===== config.mk =====
export PLATFORM = sky130hd
export DESIGN_NAME = dac_pair_formatter
export DESIGN_NICKNAME = d
export VERILOG_FILES = /design/src/rtl/dacfmt_pkg.sv /design/src/rtl/dacfmt_ctrl.sv /design/src/rtl/dacfmt_datapath.sv /design/src/rtl/dac_pair_formatter.sv
export SDC_FILE = /design/constraint.sdc
export NUM_CORES = 1
export LEC_CHECK = 0
export BUFFER_PORTS_ARGS = -buffer_cell sky130_fd_sc_hd__buf_2
export CAP_MARGIN = 40
export CORE_ASPECT_RATIO = 0.8
export CORE_MARGIN = 2
export CORE_UTILIZATION = 30
export CTS_CLUSTER_SIZE = 28
export DETAILED_ROUTE_END_ITERATION = 6
export GPL_TIMING_DRIVEN = 0
export PLACE_DENSITY = 0.59
export SLEW_MARGIN = 40
export SYNTH_ARGS = -nofsm -noshare
export SYNTH_HDL_FRONTEND = slang
export SYNTH_SLANG_ARGS = --single-unit

===== constraint.sdc =====
create_clock -name clk -period 1.5 [get_ports clk]
set_input_delay 0.075 -clock clk [delete_from_list [all_inputs] [get_ports clk]]
set_output_delay 0.075 -clock clk [all_outputs]
set_load 0.03 [all_outputs]

===== src/rtl/dacfmt_pkg.sv =====
package dacfmt_pkg;

  typedef enum logic [1:0] {
    FMT_PAIR   = 2'd0,
    FMT_REPEAT = 2'd1,
    FMT_NEGATE = 2'd2,
    FMT_ZSTUFF = 2'd3
  } fmtMode_e;

  typedef struct packed {
    logic     capture;
    logic     loadPair;
    logic     emitFirst;
    logic     emitSecond;
    fmtMode_e mode;
    logic     modeErr;
  } fmtStrobes_t;

endpackage


===== src/rtl/dacfmt_ctrl.sv =====
module dacfmt_ctrl
  import dacfmt_pkg::*;
#(
  parameter int SEL_W = 4
) (
  input  logic             clk,
  input  logic             rstN,
  input  logic             inValid,
  input  logic [SEL_W-1:0] modeSel,
  output fmtStrobes_t      strb
);

  logic     capV, pairV, secV;
  logic     accept;
  logic     selOneHot;
  fmtMode_e selMode;
  fmtMode_e capMode;
  logic     capErr;

  // A strobe right after an accepted one falls inside the same pair slot.
  assign accept    = inValid && !capV;
  assign selOneHot = (modeSel != '0) && ((modeSel & (modeSel - 1'b1)) == '0);

  always_comb begin
    selMode = FMT_PAIR;
    if (selOneHot) begin
      if (modeSel[1])      selMode = FMT_REPEAT;
      else if (modeSel[2]) selMode = FMT_NEGATE;
      else if (modeSel[3]) selMode = FMT_ZSTUFF;
      else                 selMode = FMT_PAIR;
    end
  end

  always_ff @(posedge clk) begin
    if (!rstN) begin
      capV    <= 1'b0;
      pairV   <= 1'b0;
      secV    <= 1'b0;
      capMode <= FMT_PAIR;
      capErr  <= 1'b0;
    end else begin
      capV  <= accept;
      pairV <= capV;
      secV  <= pairV;
      if (accept) begin
        capMode <= selMode;
        capErr  <= !selOneHot;
      end
    end
  end

  always_comb begin
    strb.capture    = accept;
    strb.loadPair   = capV;
    strb.emitFirst  = pairV;
    strb.emitSecond = secV;
    strb.mode       = capMode;
    strb.modeErr    = capErr;
  end


  no_emit_clash_chk: assert property (@(posedge clk) disable iff (!rstN)
    !(strb.emitFirst && strb.emitSecond));


  fixed_latency_chk: assert property (@(posedge clk) disable iff (!rstN)
    accept |=> ##1 strb.emitFirst);


  drop_follow_chk: assert property (@(posedge clk) disable iff (!rstN)
    accept |=> !strb.capture);

endmodule


===== src/rtl/dacfmt_datapath.sv =====
module dacfmt_datapath
  import dacfmt_pkg::*;
#(
  parameter int DATA_W = 14
) (
  input  logic              clk,
  input  logic              rstN,
  input  fmtStrobes_t       strb,
  input  logic [DATA_W-1:0] portA,
  input  logic [DATA_W-1:0] portB,
  input  logic              sleepIn,
  output logic [DATA_W-1:0] outData,
  output logic              outValid,
  output logic              outFirst,
  output logic              outErr
);

  localparam logic [DATA_W-1:0] MID_CODE = DATA_W'(1) << (DATA_W - 1);

  logic [DATA_W-1:0] capA, capB;
  logic              capSleep;
  logic [DATA_W-1:0] nextFirst, nextSecond;
  logic [DATA_W-1:0] pairFirst, pairSecond;
  logic              pairErr, pairSleep;
  fmtMode_e          pairMode;

  always_ff @(posedge clk) begin
    if (!rstN) begin
      capA     <= MID_CODE;
      capB     <= MID_CODE;
      capSleep <= 1'b0;
    end else if (strb.capture) begin
      capA     <= portA;
      capB     <= portB;
      capSleep <= sleepIn;
    end
  end

  always_comb begin
    nextFirst  = capA;
    nextSecond = capB;
    if (capSleep) begin
      nextFirst  = MID_CODE;
      nextSecond = MID_CODE;
    end else begin
      case (strb.mode)
        FMT_REPEAT: nextSecond = capA;
        FMT_NEGATE: nextSecond = ~capA;
        FMT_ZSTUFF: nextSecond = MID_CODE;
        default:    nextSecond = capB;
      endcase
    end
  end

  always_ff @(posedge clk) begin
    if (!rstN) begin
      pairFirst  <= MID_CODE;
      pairSecond <= MID_CODE;
      pairErr    <= 1'b0;
      pairSleep  <= 1'b0;
      pairMode   <= FMT_PAIR;
    end else if (strb.loadPair) begin
      pairFirst  <= nextFirst;
      pairSecond <= nextSecond;
      pairErr    <= strb.modeErr;
      pairSleep  <= capSleep;
      pairMode   <= strb.mode;
    end
  end

  always_ff @(posedge clk) begin
    if (!rstN) begin
      outData  <= MID_CODE;
      outValid <= 1'b0;
      outFirst <= 1'b0;
      outErr   <= 1'b0;
    end else if (strb.emitFirst) begin
      outData  <= pairFirst;
      outValid <= 1'b1;
      outFirst <= 1'b1;
      outErr   <= pairErr;
    end else if (strb.emitSecond) begin
      outData  <= pairSecond;
      outValid <= 1'b1;
      outFirst <= 1'b0;
      outErr   <= pairErr;
    end else begin
      outData  <= MID_CODE;
      outValid <= 1'b0;
      outFirst <= 1'b0;
      outErr   <= 1'b0;
    end
  end


  pair_order_chk: assert property (@(posedge clk) disable iff (!rstN)
    (outValid && outFirst) |=> (outValid && !outFirst));


  negate_mirror_chk: assert property (@(posedge clk) disable iff (!rstN)
    (strb.emitSecond && pairMode == FMT_NEGATE && !pairSleep)
      |=> (outData == ~$past(outData)));


  err_with_valid_chk: assert property (@(posedge clk) disable iff (!rstN)
    outErr |-> outValid);


  idle_mid_chk: assert property (@(posedge clk) disable iff (!rstN)
    !outValid |-> (outData == MID_CODE && !outFirst));


  sleep_mid_chk: assert property (@(posedge clk) disable iff (!rstN)
    (strb.emitFirst && pairSleep) |=> (outData == MID_CODE && outValid));

endmodule


===== src/rtl/dac_pair_formatter.sv =====
module dac_pair_formatter
  import dacfmt_pkg::*;
#(
  parameter int DATA_W = 14
) (
  input  logic              clk,
  input  logic              rstN,
  input  logic              inValid,
  input  logic [DATA_W-1:0] portA,
  input  logic [DATA_W-1:0] portB,
  input  logic [3:0]        modeSel,
  input  logic              sleep,
  output logic [DATA_W-1:0] outData,
  output logic              outValid,
  output logic              outFirst,
  output logic              fmtErr
);

  fmtStrobes_t strb;

  dacfmt_ctrl #(.SEL_W(4)) u_ctrl (
    .clk     (clk),
    .rstN    (rstN),
    .inValid (inValid),
    .modeSel (modeSel),
    .strb    (strb)
  );

  dacfmt_datapath #(.DATA_W(DATA_W)) u_dp (
    .clk      (clk),
    .rstN     (rstN),
    .strb     (strb),
    .portA    (portA),
    .portB    (portB),
    .sleepIn  (sleep),
    .outData  (outData),
    .outValid (outValid),
    .outFirst (outFirst),
    .outErr   (fmtErr)
  );

endmodule


Yosys cells after proc, flatten, opt, wreduce, memory -nomap -nowiden
Index checks and enable logic that the tools add are counted.
{"block": "classes", "eq_ne": 3, "bitwise_logic": 2, "reduce_logical": 6, "add_sub_neg": 1, "mux": 14}
{"cell": "$mux W14", "n": 4}
{"cell": "$pmux W14 S3", "n": 1}
{"cell": "$not A14 Y14", "n": 1}
{"cell": "$mux W2", "n": 4}
{"cell": "$mux W1", "n": 5}
{"cell": "$and A4 B4 Y4", "n": 1}
{"cell": "$eq A2 B2 Y1 const B", "n": 2}
{"cell": "$logic_not A4 Y1", "n": 1}
{"cell": "$reduce_bool A4 Y1", "n": 1}
{"cell": "$sub A4 B1 Y4 const B", "n": 1}
{"cell": "$eq A2 B1 Y1 const B", "n": 1}
{"cell": "$logic_and A1 B1 Y1", "n": 2}
{"cell": "$logic_not A1 Y1", "n": 2}
{"block": "word_totals", "inputBits": 36, "output_inout_bits": 17, "regBits": 81, "elab_cells": 41}

Longest topological paths before layout
{"block": "logic_depth", "ltp_word": 5, "mapped_depth": 5, "depth_no_buf": 3}

Modules after synthesis
From an unflattened synthesis, not the netlist that was laid out.
{"block": "hier_totals", "hier_cells": 379, "area_unflattened_um2": 3558.4}
{"mod": "dacfmt_datapath", "seq_area_each_um2": 1501.4, "cells_per_inst": 348, "instances": 1, "area_per_inst_um2": 3269.4}
{"mod": "dacfmt_ctrl", "seq_area_each_um2": 120.1, "cells_per_inst": 31, "instances": 1, "area_per_inst_um2": 289.0}

Least setup slack after synthesis
OpenSTA, ideal clock, no wires.
{"block": "synth_path", "path_type": "register to register", "from": "register u_ctrl.secV", "to": "register u_dp.outData[13]", "setup_time_ps": 132, "path_stages_with_launch": 4, "slack_ps": 244, "n_path_buf": 1, "arrival_ps": 1124, "cell_sequence": "dfxtp_1 clkbuf_1 nor3b_1 o21ai_0"}
{"block": "synth_via", "elab_chain_cells": 2}
{"element": "start: declaration", "line_no": "dacfmt_ctrl.sv:13", "rtl": "logic capV, pairV, secV;"}
{"element": "start signal: assignment", "line_no": "dacfmt_ctrl.sv:44", "rtl": "secV <= pairV;"}
{"element": "$mux W14", "line_no": "dacfmt_datapath.sv:82", "rtl": "end else if (strb.emitSecond) begin"}
{"element": "$mux W14", "line_no": "dacfmt_datapath.sv:77", "rtl": "end else if (strb.emitFirst) begin"}
{"element": "end signal: assignment", "line_no": "dacfmt_datapath.sv:78", "rtl": "outData <= pairFirst;"}
{"element": "end signal: assignment", "line_no": "dacfmt_datapath.sv:83", "rtl": "outData <= pairSecond;"}
{"element": "end: declaration", "line_no": "dacfmt_datapath.sv:12", "rtl": "output logic [DATA_W-1:0] outData,"}
No other way between the ends.
A chain may end at the register's enable or synchronous reset.

Final worst setup path
{"block": "layout_path", "from": "register u_ctrl.secV", "to": "register u_dp.outData[6]"}
Same word-level chain as after synthesis.

==> run summary <==
- 0.306 — initial core utilization
- met4 — DR top layer
- 52 — count of buffers from port buffering
- sky130_fd_sc_hd__clkbuf_16 — Root Driver
- 0.487 — share of the synthesized area in the top cell type
- 8.79 µm² — synthesized area divided by synthesized cell count
- 1.38 ns — time the worst path needs with I/O delays and setup
- 6.11 mm — sum of net half-perimeters after detailed placement
- 0 — Async S/R FF share, synth
- 2 — Clock Path Buffers
- 0 — Warnings, synthesis
- 0 — max-cap violation count
- 726 MHz — highest attainable clock frequency
- 0 — number of antenna repair diodes
- 0.148 — overall track demand over capacity in global routing
- 0.00534 ns — Clock Skews
- 0.225 — Sw Share
- 0.799 — Placer Congestion
- 0.00160 mm² — area occupied by registers
- 510 µm — met3 WL post-DR
- 0.462 — part of the total power dissipated in the clock network
- sky130_fd_sc_hd__nand2_1, sky130_fd_sc_hd__dfxtp_1, sky130_fd_sc_hd__a21boi_0 — most common library cells after synthesis
- 4.47 — vias per cell
- 80 — number of flip-flops and latches in the synthesized netlist
- 121 µm — floorplan die width
- 0.00155 mm² — area used by multi-input combinational logic
- 0.122 ns — post-route setup slack
- 0 — number of endpoints failing setup at the final stage
- 0 — final number of hold-violating endpoints
- 0.00329 mm² — synthesized area
- 0.650 — headroom to the max-slew limit
- 132 — first-iteration detailed-routing DRC count
- 2665 — via count of the first global-routing pass
- 0 — Post-route DRC
- 0 — fin. max-slew vios
- yes — CTS tree
- 3840 µW — internal portion of total power
- 374 — number of instances in the synthesized netlist
- 1.78 ns — data required time at the worst endpoint
- 0.00165 µW — leakage power
- 0.0118 mm² — die footprint
- 3 — deepest level of the CTS H-tree
- 13.7 µm — per-cell routed wire length
- register to register — Worst Path Class, Setup
- 0 — EDFF count, synth
- 13.4 mm — first-pass GRT wire length
- 29 — post-synth cell types
- 4.39 mm — Metal-1 WL
- 0.06 ns — clock slew at the register clock pins of the worst setup and hold paths
- 0.000619 V — Peak supply drop
- 3.40 mm — met2 wirelength from detailed routing
- 0.487 — portion of the post-synthesis area used by sequential elements
- 14 — maximum number of pins on one net before global-route repair
- 0 ns — Total Negative Setup Slacks
- 1104 — fillers
- primary input to register — Hold WC Path Type
- sky130_fd_sc_hd__dfxtp_1 — top_reg_cell synth
- 1160 mW/mm² — PD cells
- register — type of element capturing the critical path
- 2718 — via total after detailed routing
- 0.458 — portion of total power attributed to sequential cells
- 0.919 — part of the cycle the worst path needs
- 10 — crit path max fanout
- sky130_fd_sc_hd__dfxtp_1, sky130_fd_sc_hd__nand2_1, sky130_fd_sc_hd__a21boi_0 — largest cells by area after synthesis
- 0.0108 mm² — core box area
- 34 — row count
- 4 — number of detailed-routing iterations run before antenna repair
- 1110 µW — NetSw
- 0 — number of antenna violations at the first check in global routing
- 0.33 ns — Worst-Skew Late Latency
- no — RSZ-0062 raised after global routing
- complete, no violations — status
- 0 — post-detailed-route count of antenna-violating nets
- 496 — layout net count
- 0.080 — share of power burned in combinational logic
- 8.35 mm — detailed-route wire length
- 29.9% — synthesis-to-finish area growth
- 0.525 ns — transition time at the pin with the least slew margin
- 0 — overflow left after global routing
- 410 — synthesized netlist net count
- 9 — Num CTS Buffers
- sky130_fd_sc_hd__dfxtp_1 — Yosys top cell by area
- register — startpoint type of the worst setup path
- 53 — number of top-level pins
- sky130_fd_sc_hd__nand2_1 — cell with the most instances after synthesis
- 80 — count of clock tree sinks
- 1.66 ns — CP arrival
- 97.6 µm — floorplan die height
- 0.175 — share of post-route cells with drive strength above 1
- 0.0747 ns — Placement Setup Slack
==> routing by layer <==
metal	vias up	GRT usage
met3	6	0.0534
met2	62	0.213
li1	1416	-
met4	0	0.0322
met1	1234	0.209
met5	-	0
==> power groups by stage <==
stage               registers (µW)  clock network, µW  logic [µW]
floorplan                     2290                  0         223
global placement              2310                  0         343
detailed placement            2310                  0         352
CTS                           2270               2330         399
global route                  2280               2410         445
finish                        2270               2290         396
==> stage by stage <==
step / instance area, µm² / hold WS (ns) / utilization / total power (µW) / instances
after floorplan: 3290 / 0.199 / - / 2510 / 374
after global placement: 3730 / 0.306 / 0.346 / 2650 / 570
after detailed placement: 3730 / 0.314 / 0.346 / 2660 / 570
after CTS: 4270 / 0.00263 / 0.397 / 5000 / 608
after global routing: 4270 / 0.0108 / 0.397 / 5130 / 608
final: 4270 / 0.00453 / 0.397 / 4950 / 608
==> repair_timing <==
item,4_1_cts,5_1_grt
gates resized for setup,0,3
buffers inserted,0,0
hold endpoints to repair,23,0
hold buffers,23,0
endpoints found under the setup margin,0,4
==> path summary, 6_finish.rpt <==
check               start         endpoint  depth (start not counted)  slack, ns
min              portB[7]     u_dp.capB[7]                          3      0.005
max           u_ctrl.secV  u_dp.outData[6]                          4       0.12
max reg2reg   u_ctrl.secV  u_dp.outData[6]                          4       0.12
min reg2reg  u_dp.capB[5]     u_dp.capB[5]                          2       0.46
==> cell type report <==
class	count	area share
Inverter	2	0.00176
Tap cell	144	0.0422
Sequential cell	80	0.375
Buffer	28	0.0296
Timing Repair Buffer	75	0.115
Clock inverter	6	0.0199
Clock buffer	9	0.0527
Multi-Input combinational cell	264	0.364
==> cells by family (layout without fill, tap and decap cells) <==
| family | count (synthesis) | count (layout) | synth area share |
|---|---|---|---|
| simple gates | 156 | 156 | 0.235 |
| compound gates | 90 | 90 | 0.184 |
| flops | 80 | 80 | 0.487 |
| buf+inv | 30 | 120 | 0.0407 |
| mux | 15 | 15 | 0.0457 |
| xor+xnor | 3 | 3 | 0.00799 |
==> worst max-delay path, cell delays in order (launching register included) <==
cell and delay [ns]:
sky130_fd_sc_hd__dfxtp_1 0.48, sky130_fd_sc_hd__buf_1 0.40, sky130_fd_sc_hd__nand2_1 0.10, sky130_fd_sc_hd__o21ai_0 0.19, sky130_fd_sc_hd__and2_1 0.15
==> flip-flops by register name (all words and copies together) (netlist names), 2 cells and up <==
signal	cells
u_ctrl.capMode	2
u_dp.outData	14
u_dp.pairSecond	14
u_dp.capB	14
u_dp.pairFirst	14
u_dp.capA	14
==> cells in the final DEF, fill, tap and decap left out, drive strengths merged, types with 2 or more instances in the layout <==
cell type and count:
o21ai 17, dlygate4sd3 23, and2 17, dfxtp 80, bufinv 2, nand2 85, inv 2, xnor2 2
nor3b 2, clkinvlp 2, nand2b 14, o211ai 15, clkbuf 25, clkinv 2, mux2i 15, or4 3
a21boi 42, buf 64, a21oi 13, nor2 2, nor2b 29
No activity file was read; power rests on OpenSTA's default activity.
